### config.mk
export PLATFORM = sky130hd
export DESIGN_NAME = dma_prot_monitor
export DESIGN_NICKNAME = d
export VERILOG_FILES = /design/src/rtl/dma_prot_monitor.sv
export SDC_FILE = /design/constraint.sdc
export NUM_CORES = 1
export LEC_CHECK = 0
export BUFFER_PORTS_ARGS = -buffer_cell sky130_fd_sc_hd__buf_2
export CORE_UTILIZATION = 42
export CTS_CLUSTER_SIZE = 20
export DETAILED_ROUTE_END_ITERATION = 7
export PLACE_DENSITY = 0.68
export SYNTH_ARGS = -nofsm -noshare
export SYNTH_HDL_FRONTEND = slang
export SYNTH_SLANG_ARGS = --single-unit
### constraint.sdc
create_clock -name clk -period 6.9 [get_ports clk]
set_input_delay 0.345 -clock clk [delete_from_list [all_inputs] [get_ports clk]]
set_output_delay 0.345 -clock clk [all_outputs]
set_load 0.05 [all_outputs]
### src/rtl/dma_prot_monitor.sv
`timescale 1ns/1ps
module dma_prot_monitor #(
  parameter int AW = 32
) (
  input  logic          clk,
  input  logic          rst_n,
  input  logic          acc_valid,
  input  logic [AW-1:0] acc_addr,
  input  logic          acc_write,
  input  logic [2:0]    acc_chan,
  input  logic          acc_half,
  input  logic          priv,
  input  logic          dbg,
  input  logic          bus_wr,
  input  logic          bus_rd,
  input  logic [2:0]    bus_addr,
  input  logic [31:0]   bus_wdata,
  output logic [31:0]   bus_rdata,
  output logic          irq0,
  output logic          irq1
);
  localparam int FLAG0 = 16;
  localparam int FLAG1 = 17;

  logic [AW-1:0] lo0_q, hi0_q, lo1_q, hi1_q;
  logic [5:0]    ctrl_q;
  logic          f0_q, f1_q, arm0_q, arm1_q;
  logic [3:0]    cp0_q, cp1_q;

  wire en0 = ctrl_q[0];
  wire rw0 = ctrl_q[1];
  wire ie0 = ctrl_q[2];
  wire en1 = ctrl_q[3];
  wire rw1 = ctrl_q[4];
  wire ie1 = ctrl_q[5];

  wire out0 = (acc_addr < lo0_q) || (acc_addr > hi0_q);
  wire out1 = (acc_addr < lo1_q) || (acc_addr > hi1_q);
  wire viol0 = acc_valid && en0 && (out0 || (rw0 && acc_write));
  wire viol1 = acc_valid && en1 && ((out0 && out1) || (rw1 && acc_write));

  wire [3:0] pkt = {acc_chan, acc_half};
  wire pwr  = bus_wr && priv;
  wire st_w = pwr && (bus_addr == 3'd0);
  wire rearm = bus_rd && (bus_addr == 3'd0) && !dbg;
  wire cap0 = viol0 && arm0_q && !dbg;
  wire cap1 = viol1 && arm1_q && !dbg;

  always_ff @(posedge clk) begin
    if (!rst_n) begin
      lo0_q  <= '0;
      hi0_q  <= '0;
      lo1_q  <= '0;
      hi1_q  <= '0;
      ctrl_q <= '0;
      f0_q   <= 1'b0;
      f1_q   <= 1'b0;
      cp0_q  <= '0;
      cp1_q  <= '0;
      arm0_q <= 1'b1;
      arm1_q <= 1'b1;
    end else begin
      if (st_w) ctrl_q <= bus_wdata[5:0];
      if (pwr && bus_addr == 3'd1) lo0_q <= bus_wdata[AW-1:0];
      if (pwr && bus_addr == 3'd2) hi0_q <= bus_wdata[AW-1:0];
      if (pwr && bus_addr == 3'd3) lo1_q <= bus_wdata[AW-1:0];
      if (pwr && bus_addr == 3'd4) hi1_q <= bus_wdata[AW-1:0];

      f0_q <= viol0 || (f0_q && !(st_w && bus_wdata[FLAG0]));
      f1_q <= viol1 || (f1_q && !(st_w && bus_wdata[FLAG1]));

      if (cap0) cp0_q <= pkt;
      if (cap1) cp1_q <= pkt;
      arm0_q <= cap0 ? 1'b0 : (rearm ? 1'b1 : arm0_q);
      arm1_q <= cap1 ? 1'b0 : (rearm ? 1'b1 : arm1_q);
    end
  end

  logic [31:0] status;
  always_comb begin
    status        = '0;
    status[27:24] = cp0_q;
    status[FLAG1] = f1_q;
    status[FLAG0] = f0_q;
    status[11:8]  = cp1_q;
    status[5:0]   = ctrl_q;
  end

  always_comb begin
    case (bus_addr)
      3'd0:    bus_rdata = status;
      3'd1:    bus_rdata = 32'(lo0_q);
      3'd2:    bus_rdata = 32'(hi0_q);
      3'd3:    bus_rdata = 32'(lo1_q);
      3'd4:    bus_rdata = 32'(hi1_q);
      default: bus_rdata = '0;
    endcase
  end

  assign irq0 = f0_q && ie0;
  assign irq1 = f1_q && ie1;
endmodule


==> Yosys cells after proc, flatten, opt, wreduce, memory -nomap -nowiden <==
Index checks and enable logic that the tools add are counted.
{ "word_totals": {"regBits": 146, "input_bits": 79, "output_inout_bits": 34, "wordCells": 60} }
{ "classes": {"n_lt_le_gt_ge": 4, "n_eq_ne": 4, "mux": 4, "n_reduce_logical": 37} }
{ "ops": {"columns": ["op", "n"], "rows": [
  ["case mux 32 bit (5 select lines)", 1],
  ["> comparator 32 bit", 2],
  ["less-than comparator 32 bit", 2],
  ["logical AND 1 bit", 25],
  ["equality test 3 x 2 -> 1 bit, second input constant", 2],
  ["logical OR 1 bit", 6],
  ["nonzero test 2 bit", 2],
  ["equality test 3 x 1 -> 1 bit, second input constant", 1],
  ["equality test 3 bit, second input constant", 1],
  ["logical NOT 1 bit", 3],
  ["logical NOT 3 bit", 1],
  ["two-way mux 1 bit", 3]
]} }

==> Longest topological paths before layout <==
{ "depth": {"depth_word": 8, "mapped_depth": 11, "mapped_depth_nobuf": 10} }

==> Least setup slack after synthesis <==
No wires, ideal clock.
{ "synth_path": {"path_kind": "in2out", "startpoint": "input port bus_addr[0]", "endpoint": "output port bus_rdata[16]", "t_arrival_ps": 2000, "t_required_ps": 6555, "slack_ps": 4555, "cell_stages": 6, "n_path_buf": 3, "path_cell_list": "buf_2 -> nor2b_1 -> buf_2 -> clkbuf_1 -> a22oi_1 -> o22ai_1"} }
{ "synth_between": {"elab_chain_cells": 2, "word_cells_on_any_way": 6, "classes_between": "eq/ne: 4; mux: 1; reduce/logical: 1"} }
{ "synth_lines": {"columns": ["item", "line_no", "text"], "rows": [
  ["start, declared", "16", "input logic [2:0] bus_addr,"],
  ["equality test 3 bit (tied with other cells)", "90", "case (bus_addr)"],
  ["case mux 32 bit (5 select lines) *", "90", null],
  ["end, declared", "18", "output logic [31:0] bus_rdata,"]
]} }
Mark *: on every way between the ends. The rest lies on a longest branch, timed or not.

==> Worst setup path in the final report <==
{ "layout_path": {"startpoint": "input port bus_addr[0]", "endpoint": "register lo1_q[15]"} }
{ "layout_between": {"elab_chain_cells": 2} }
{ "layout_lines": {"columns": ["item", "line_no", "text"], "rows": [
  ["equality test 3 x 2 -> 1 bit", "66", "if (pwr && bus_addr == 3'd3) lo1_q <= bus_wdata[AW-1:0];"],
  ["logical AND 1 bit", "66", null],
  ["end signal, assigned", "66", null],
  ["end, declared", "25", "logic [AW-1:0] lo0_q, hi0_q, lo1_q, hi1_q;"]
]} }
Every way passes these cells.
A chain may end at the register's enable or synchronous reset.

==> summary.txt <==
Critical path
  – Worst path max stage delay: 1.02 ns
  – Crit-path slowest cell: nand3_1
  – Worst path depth: 7
  – Register-to-Register Path Depth: 10
  – Worst R2R Setup Slack: 4.09 ns
  – Critical Path Sink: lo1_q[15]$_SDFFE_PN0P_
  – CP cell instances: buf_2 > nor2b_1 > and2_1 > nand3_1 > buf_4 > nand2_1 > a21boi_0
  – Worst R2R End: cp0_q[3]$_SDFFE_PN0P_
  – Reg2reg start: hi0_q[30]$_SDFFE_PN0P_
  – Critical path origin: bus_addr[0]
  – CP top delay family: simple AND/OR/NAND/NOR gates
  – CP required: 7.22 ns
  – CP Buf/Inv Count: 2
  – Critical Path Sink Type: flip-flop
  – CP Launch Type: primary input
  – WS Path Type: primary input to flip-flop
  – Worst-path fanout max: 35
  – Arrival time worst endpoint: 3.52 ns

Pwr
  – Switching share of total power: 24.3%
  – Max VDD drop: 0.157 mV
  – Internal: 1.69 mW
  – Reg power frac: 38.6%
  – Leakage: 4.03 nW
  – Power Total: 2.23 mW
  – Psw: 0.542 mW
  – Comb power frac: 11.3%
  – Pwr Density: 203 nW/um2
  – Clock Power Share: 50.0%

Finish
  – Layout cell share with drive strength beyond 1: 12.1%
  – Final core occ: 49.7%
  – Ant. Diodes: 0
  – Design area: 11000 um2
  – Area Growth Syn to Fin: 15.0%
  – Fin cells: 1618
  – Nets: 1531

Logic synthesis
  – Syn Nets: 1455
  – Post-Synth XOR/XNOR Area: 0%
  – Synth Area in Compound Gates: 24.5%
  – Post-synthesis adder-cell area fraction: 16.5%
  – Synth warn: 0
  – Synthesized area per cell: 7.64 um2
  – Mapped Area: 9560 um2
  – Ys flop type: dfxtp_1
  – Synth cell types: 47
  – Main combinational cell family by area after synthesis: compound AO/OA/AOI/OAI gates
  – Synth Area in Simple Gates: 18.9%
  – Sequential share of the synthesized area: 30.6%
  – Mapped Cells: 1250
  – Register bit count reported by yosys: 146
  – Mux cell area share after synthesis: 1.58%
  – EDFF count, synth: 0
  – Share of synthesized registers carrying an async set or reset: 0%

Global route
  – Total track usage: 25.6%
  – Total congestion overflow: 0
  – First-pass GRT wire length: 46.3 mm
  – Largest net degree at the start of global routing: 89
  – Vias in the first global route: 8517
  – Initial antenna violation count: 0

STA
  – Slew at the pin with the worst max-slew slack: 1.17 ns
  – Unrepaired setup endpoints after global routing: false
  – Setup violators final: 0
  – Achievable frequency: 313 MHz
  – Hold Fails Final Rpt: 0
  – Setup ws final: 3.71 ns
  – Slew HR: 22.0%
  – Worst Skew: 0.00620 ns
  – Total negative slack: 0 ns
  – Period minus WS final: 3.19 ns
  – Worst Hold Slack: 0.170 ns
  – Slew Viols, Final: 0
  – Tcrit/Tclk final: 46.3%

Floorplanning
  – Die H: 153 um
  – Initial Utilization: 43.2%
  – Die area: 23400 um2
  – Die X: 153 um
  – CORE AREA: 22100 um2
  – I/O pin count: 113
  – Std-Cell Rows: 54

Drt
  – Antenna Violating Nets Remaining: 0
  – Drt total wl: 29.5 mm
  – Via/cell ratio: 5.57
  – DRC: 0
  – Routed via count: 9013
  – DRT Pass-1 Iters: 6
  – Avg WL per Cell: 18.3 um
  – Initial drt markers: 753

CTS
  – CTS tree: yes
  – Root buf cell: clkbuf_16
  – Clock Tree Buf Depth: 2
  – Hold_buf cts: 0
  – Cts repair resizes: 0
  – Postcts setup bufs: 0
  – CTS clk-pin slew, worst paths: 0.06 ns
  – H-tree depth: 4
  – Clk sinks: 146
  – CTS Buf Count: 17
  – Worst-Skew Late Latency: 0.44 ns

Placed design
  – Placement Setup Slack: 3.35 ns
  – Routability cong.: 0.886
  – Post-DP Area: 10300 um2
  – Port bufs: 112
  – DP HPWL: 21.8 mm
  – DP Cell Count: 1587

Worst hold path
  – Worst Hold Class: primary input to flip-flop

Outcome
  – Status: finished clean

Flow run
  – Max capacitance violation total: 0
worst reg2reg max path: stages (launching register included):
cell	delay (ns)
dfxtp_1	0.36
inv_1	0.06
ha_1	0.31
nand4_1	0.14
nor3_1	0.60
nand2_1	0.11
a31oi_1	0.19
o21ai_1	0.16
a311oi_4	0.49
mux2i_1	0.23
nor2b_1	0.06
routing by layer:
layer / vias up / track usage [%] / share of wire (%)
met5: - / 0 / 0
met4: 0 / 9.14 / 2.4
met3: 51 / 3.15 / 6.4
met2: 324 / 41.1 / 45
met1: 4222 / 35.2 / 46
li1: 4416 / - / -
sequential cells by signal, summed over array words and instances (netlist names), 4 cells and up:
register and flops:
hi0_q 32, hi1_q 32, lo0_q 32, lo1_q 32
ctrl_q 6, cp0_q 4, cp1_q 4
worst min-delay path by stage:
stage	startpoint	endpoint	slack [ns]	depth (start not counted)
2_1_floorplan	cp1_q[0]$_SDFFE_PN0P_	cp1_q[0]$_SDFFE_PN0P_	0.44	2
3_3_place_gp	hi0_q[8]$_SDFFE_PN0P_	hi0_q[8]$_SDFFE_PN0P_	0.45	2
3_5_place_dp	hi0_q[17]$_SDFFE_PN0P_	hi0_q[17]$_SDFFE_PN0P_	0.46	2
4_1_cts	acc_chan[1]	cp1_q[2]$_SDFFE_PN0P_	0.17	3
5_1_grt	acc_chan[0]	cp1_q[1]$_SDFFE_PN0P_	0.19	3
6_report	acc_chan[1]	cp1_q[2]$_SDFFE_PN0P_	0.17	3
power by group through the flow:
stage | combinational [mW] | clock, mW | sequential [mW]
after floorplan | 0.148 | 0 | 0.877
after global routing | 0.281 | 1.15 | 0.862
final | 0.253 | 1.11 | 0.861
after detailed placement | 0.248 | 0 | 0.880
after CTS | 0.250 | 1.12 | 0.861
after global placement | 0.242 | 0 | 0.880
Yosys cell counts, drive strengths merged (18+ instances only):
master / instances / area, um2
a22oi: 64 / 480
nor2b: 18 / 113
ha: 126 / 1580
nand2: 334 / 1250
dfxtp: 146 / 2920
nand4: 18 / 113
clkbuf: 48 / 180
buf: 20 / 97.6
inv: 128 / 480
a21boi: 130 / 976
o21ai: 43 / 215
a21oi: 53 / 269
logic make-up (layout without fill, tap and decap cells):
family	count (synthesis)	count (layout)
buffers and inverters	196	284
flip-flops	146	146
multiplexers	15	15
AND/OR/NAND/NOR	428	428
adder cells (fa/ha/maj)	126	126
AO/OA/AOI/OAI	339	339
final cells by class:
cell class                 count  area, um2
fill                        2127      11100
multi-input combinational    908       5870
sequential                   146       2920
timing repair buffer         125        661
inverter                     128        480
clock buffer                  21        470
tap                          280        350
clock inverter                10        228
cell usage in the layout (no fill, tap or decap), types with 5 or more instances in the layout:
cell type,instances
nand2_1,334
dfxtp_1,146
a21boi_0,129
inv_1,128
ha_1,126
buf_2,111
a22oi_1,64
a21oi_1,52
o21ai_0,41
nor2b_1,18
nand4_1,18
o22ai_1,17
clkbuf_16,17
mux2i_1,14
nor2_1,14
buf_4,14
nand3_1,13
and3_1,9
bufinv_16,7
and2_1,6
a211oi_1,6
o211ai_1,5
No activity file was read; power rests on OpenSTA's default activity.
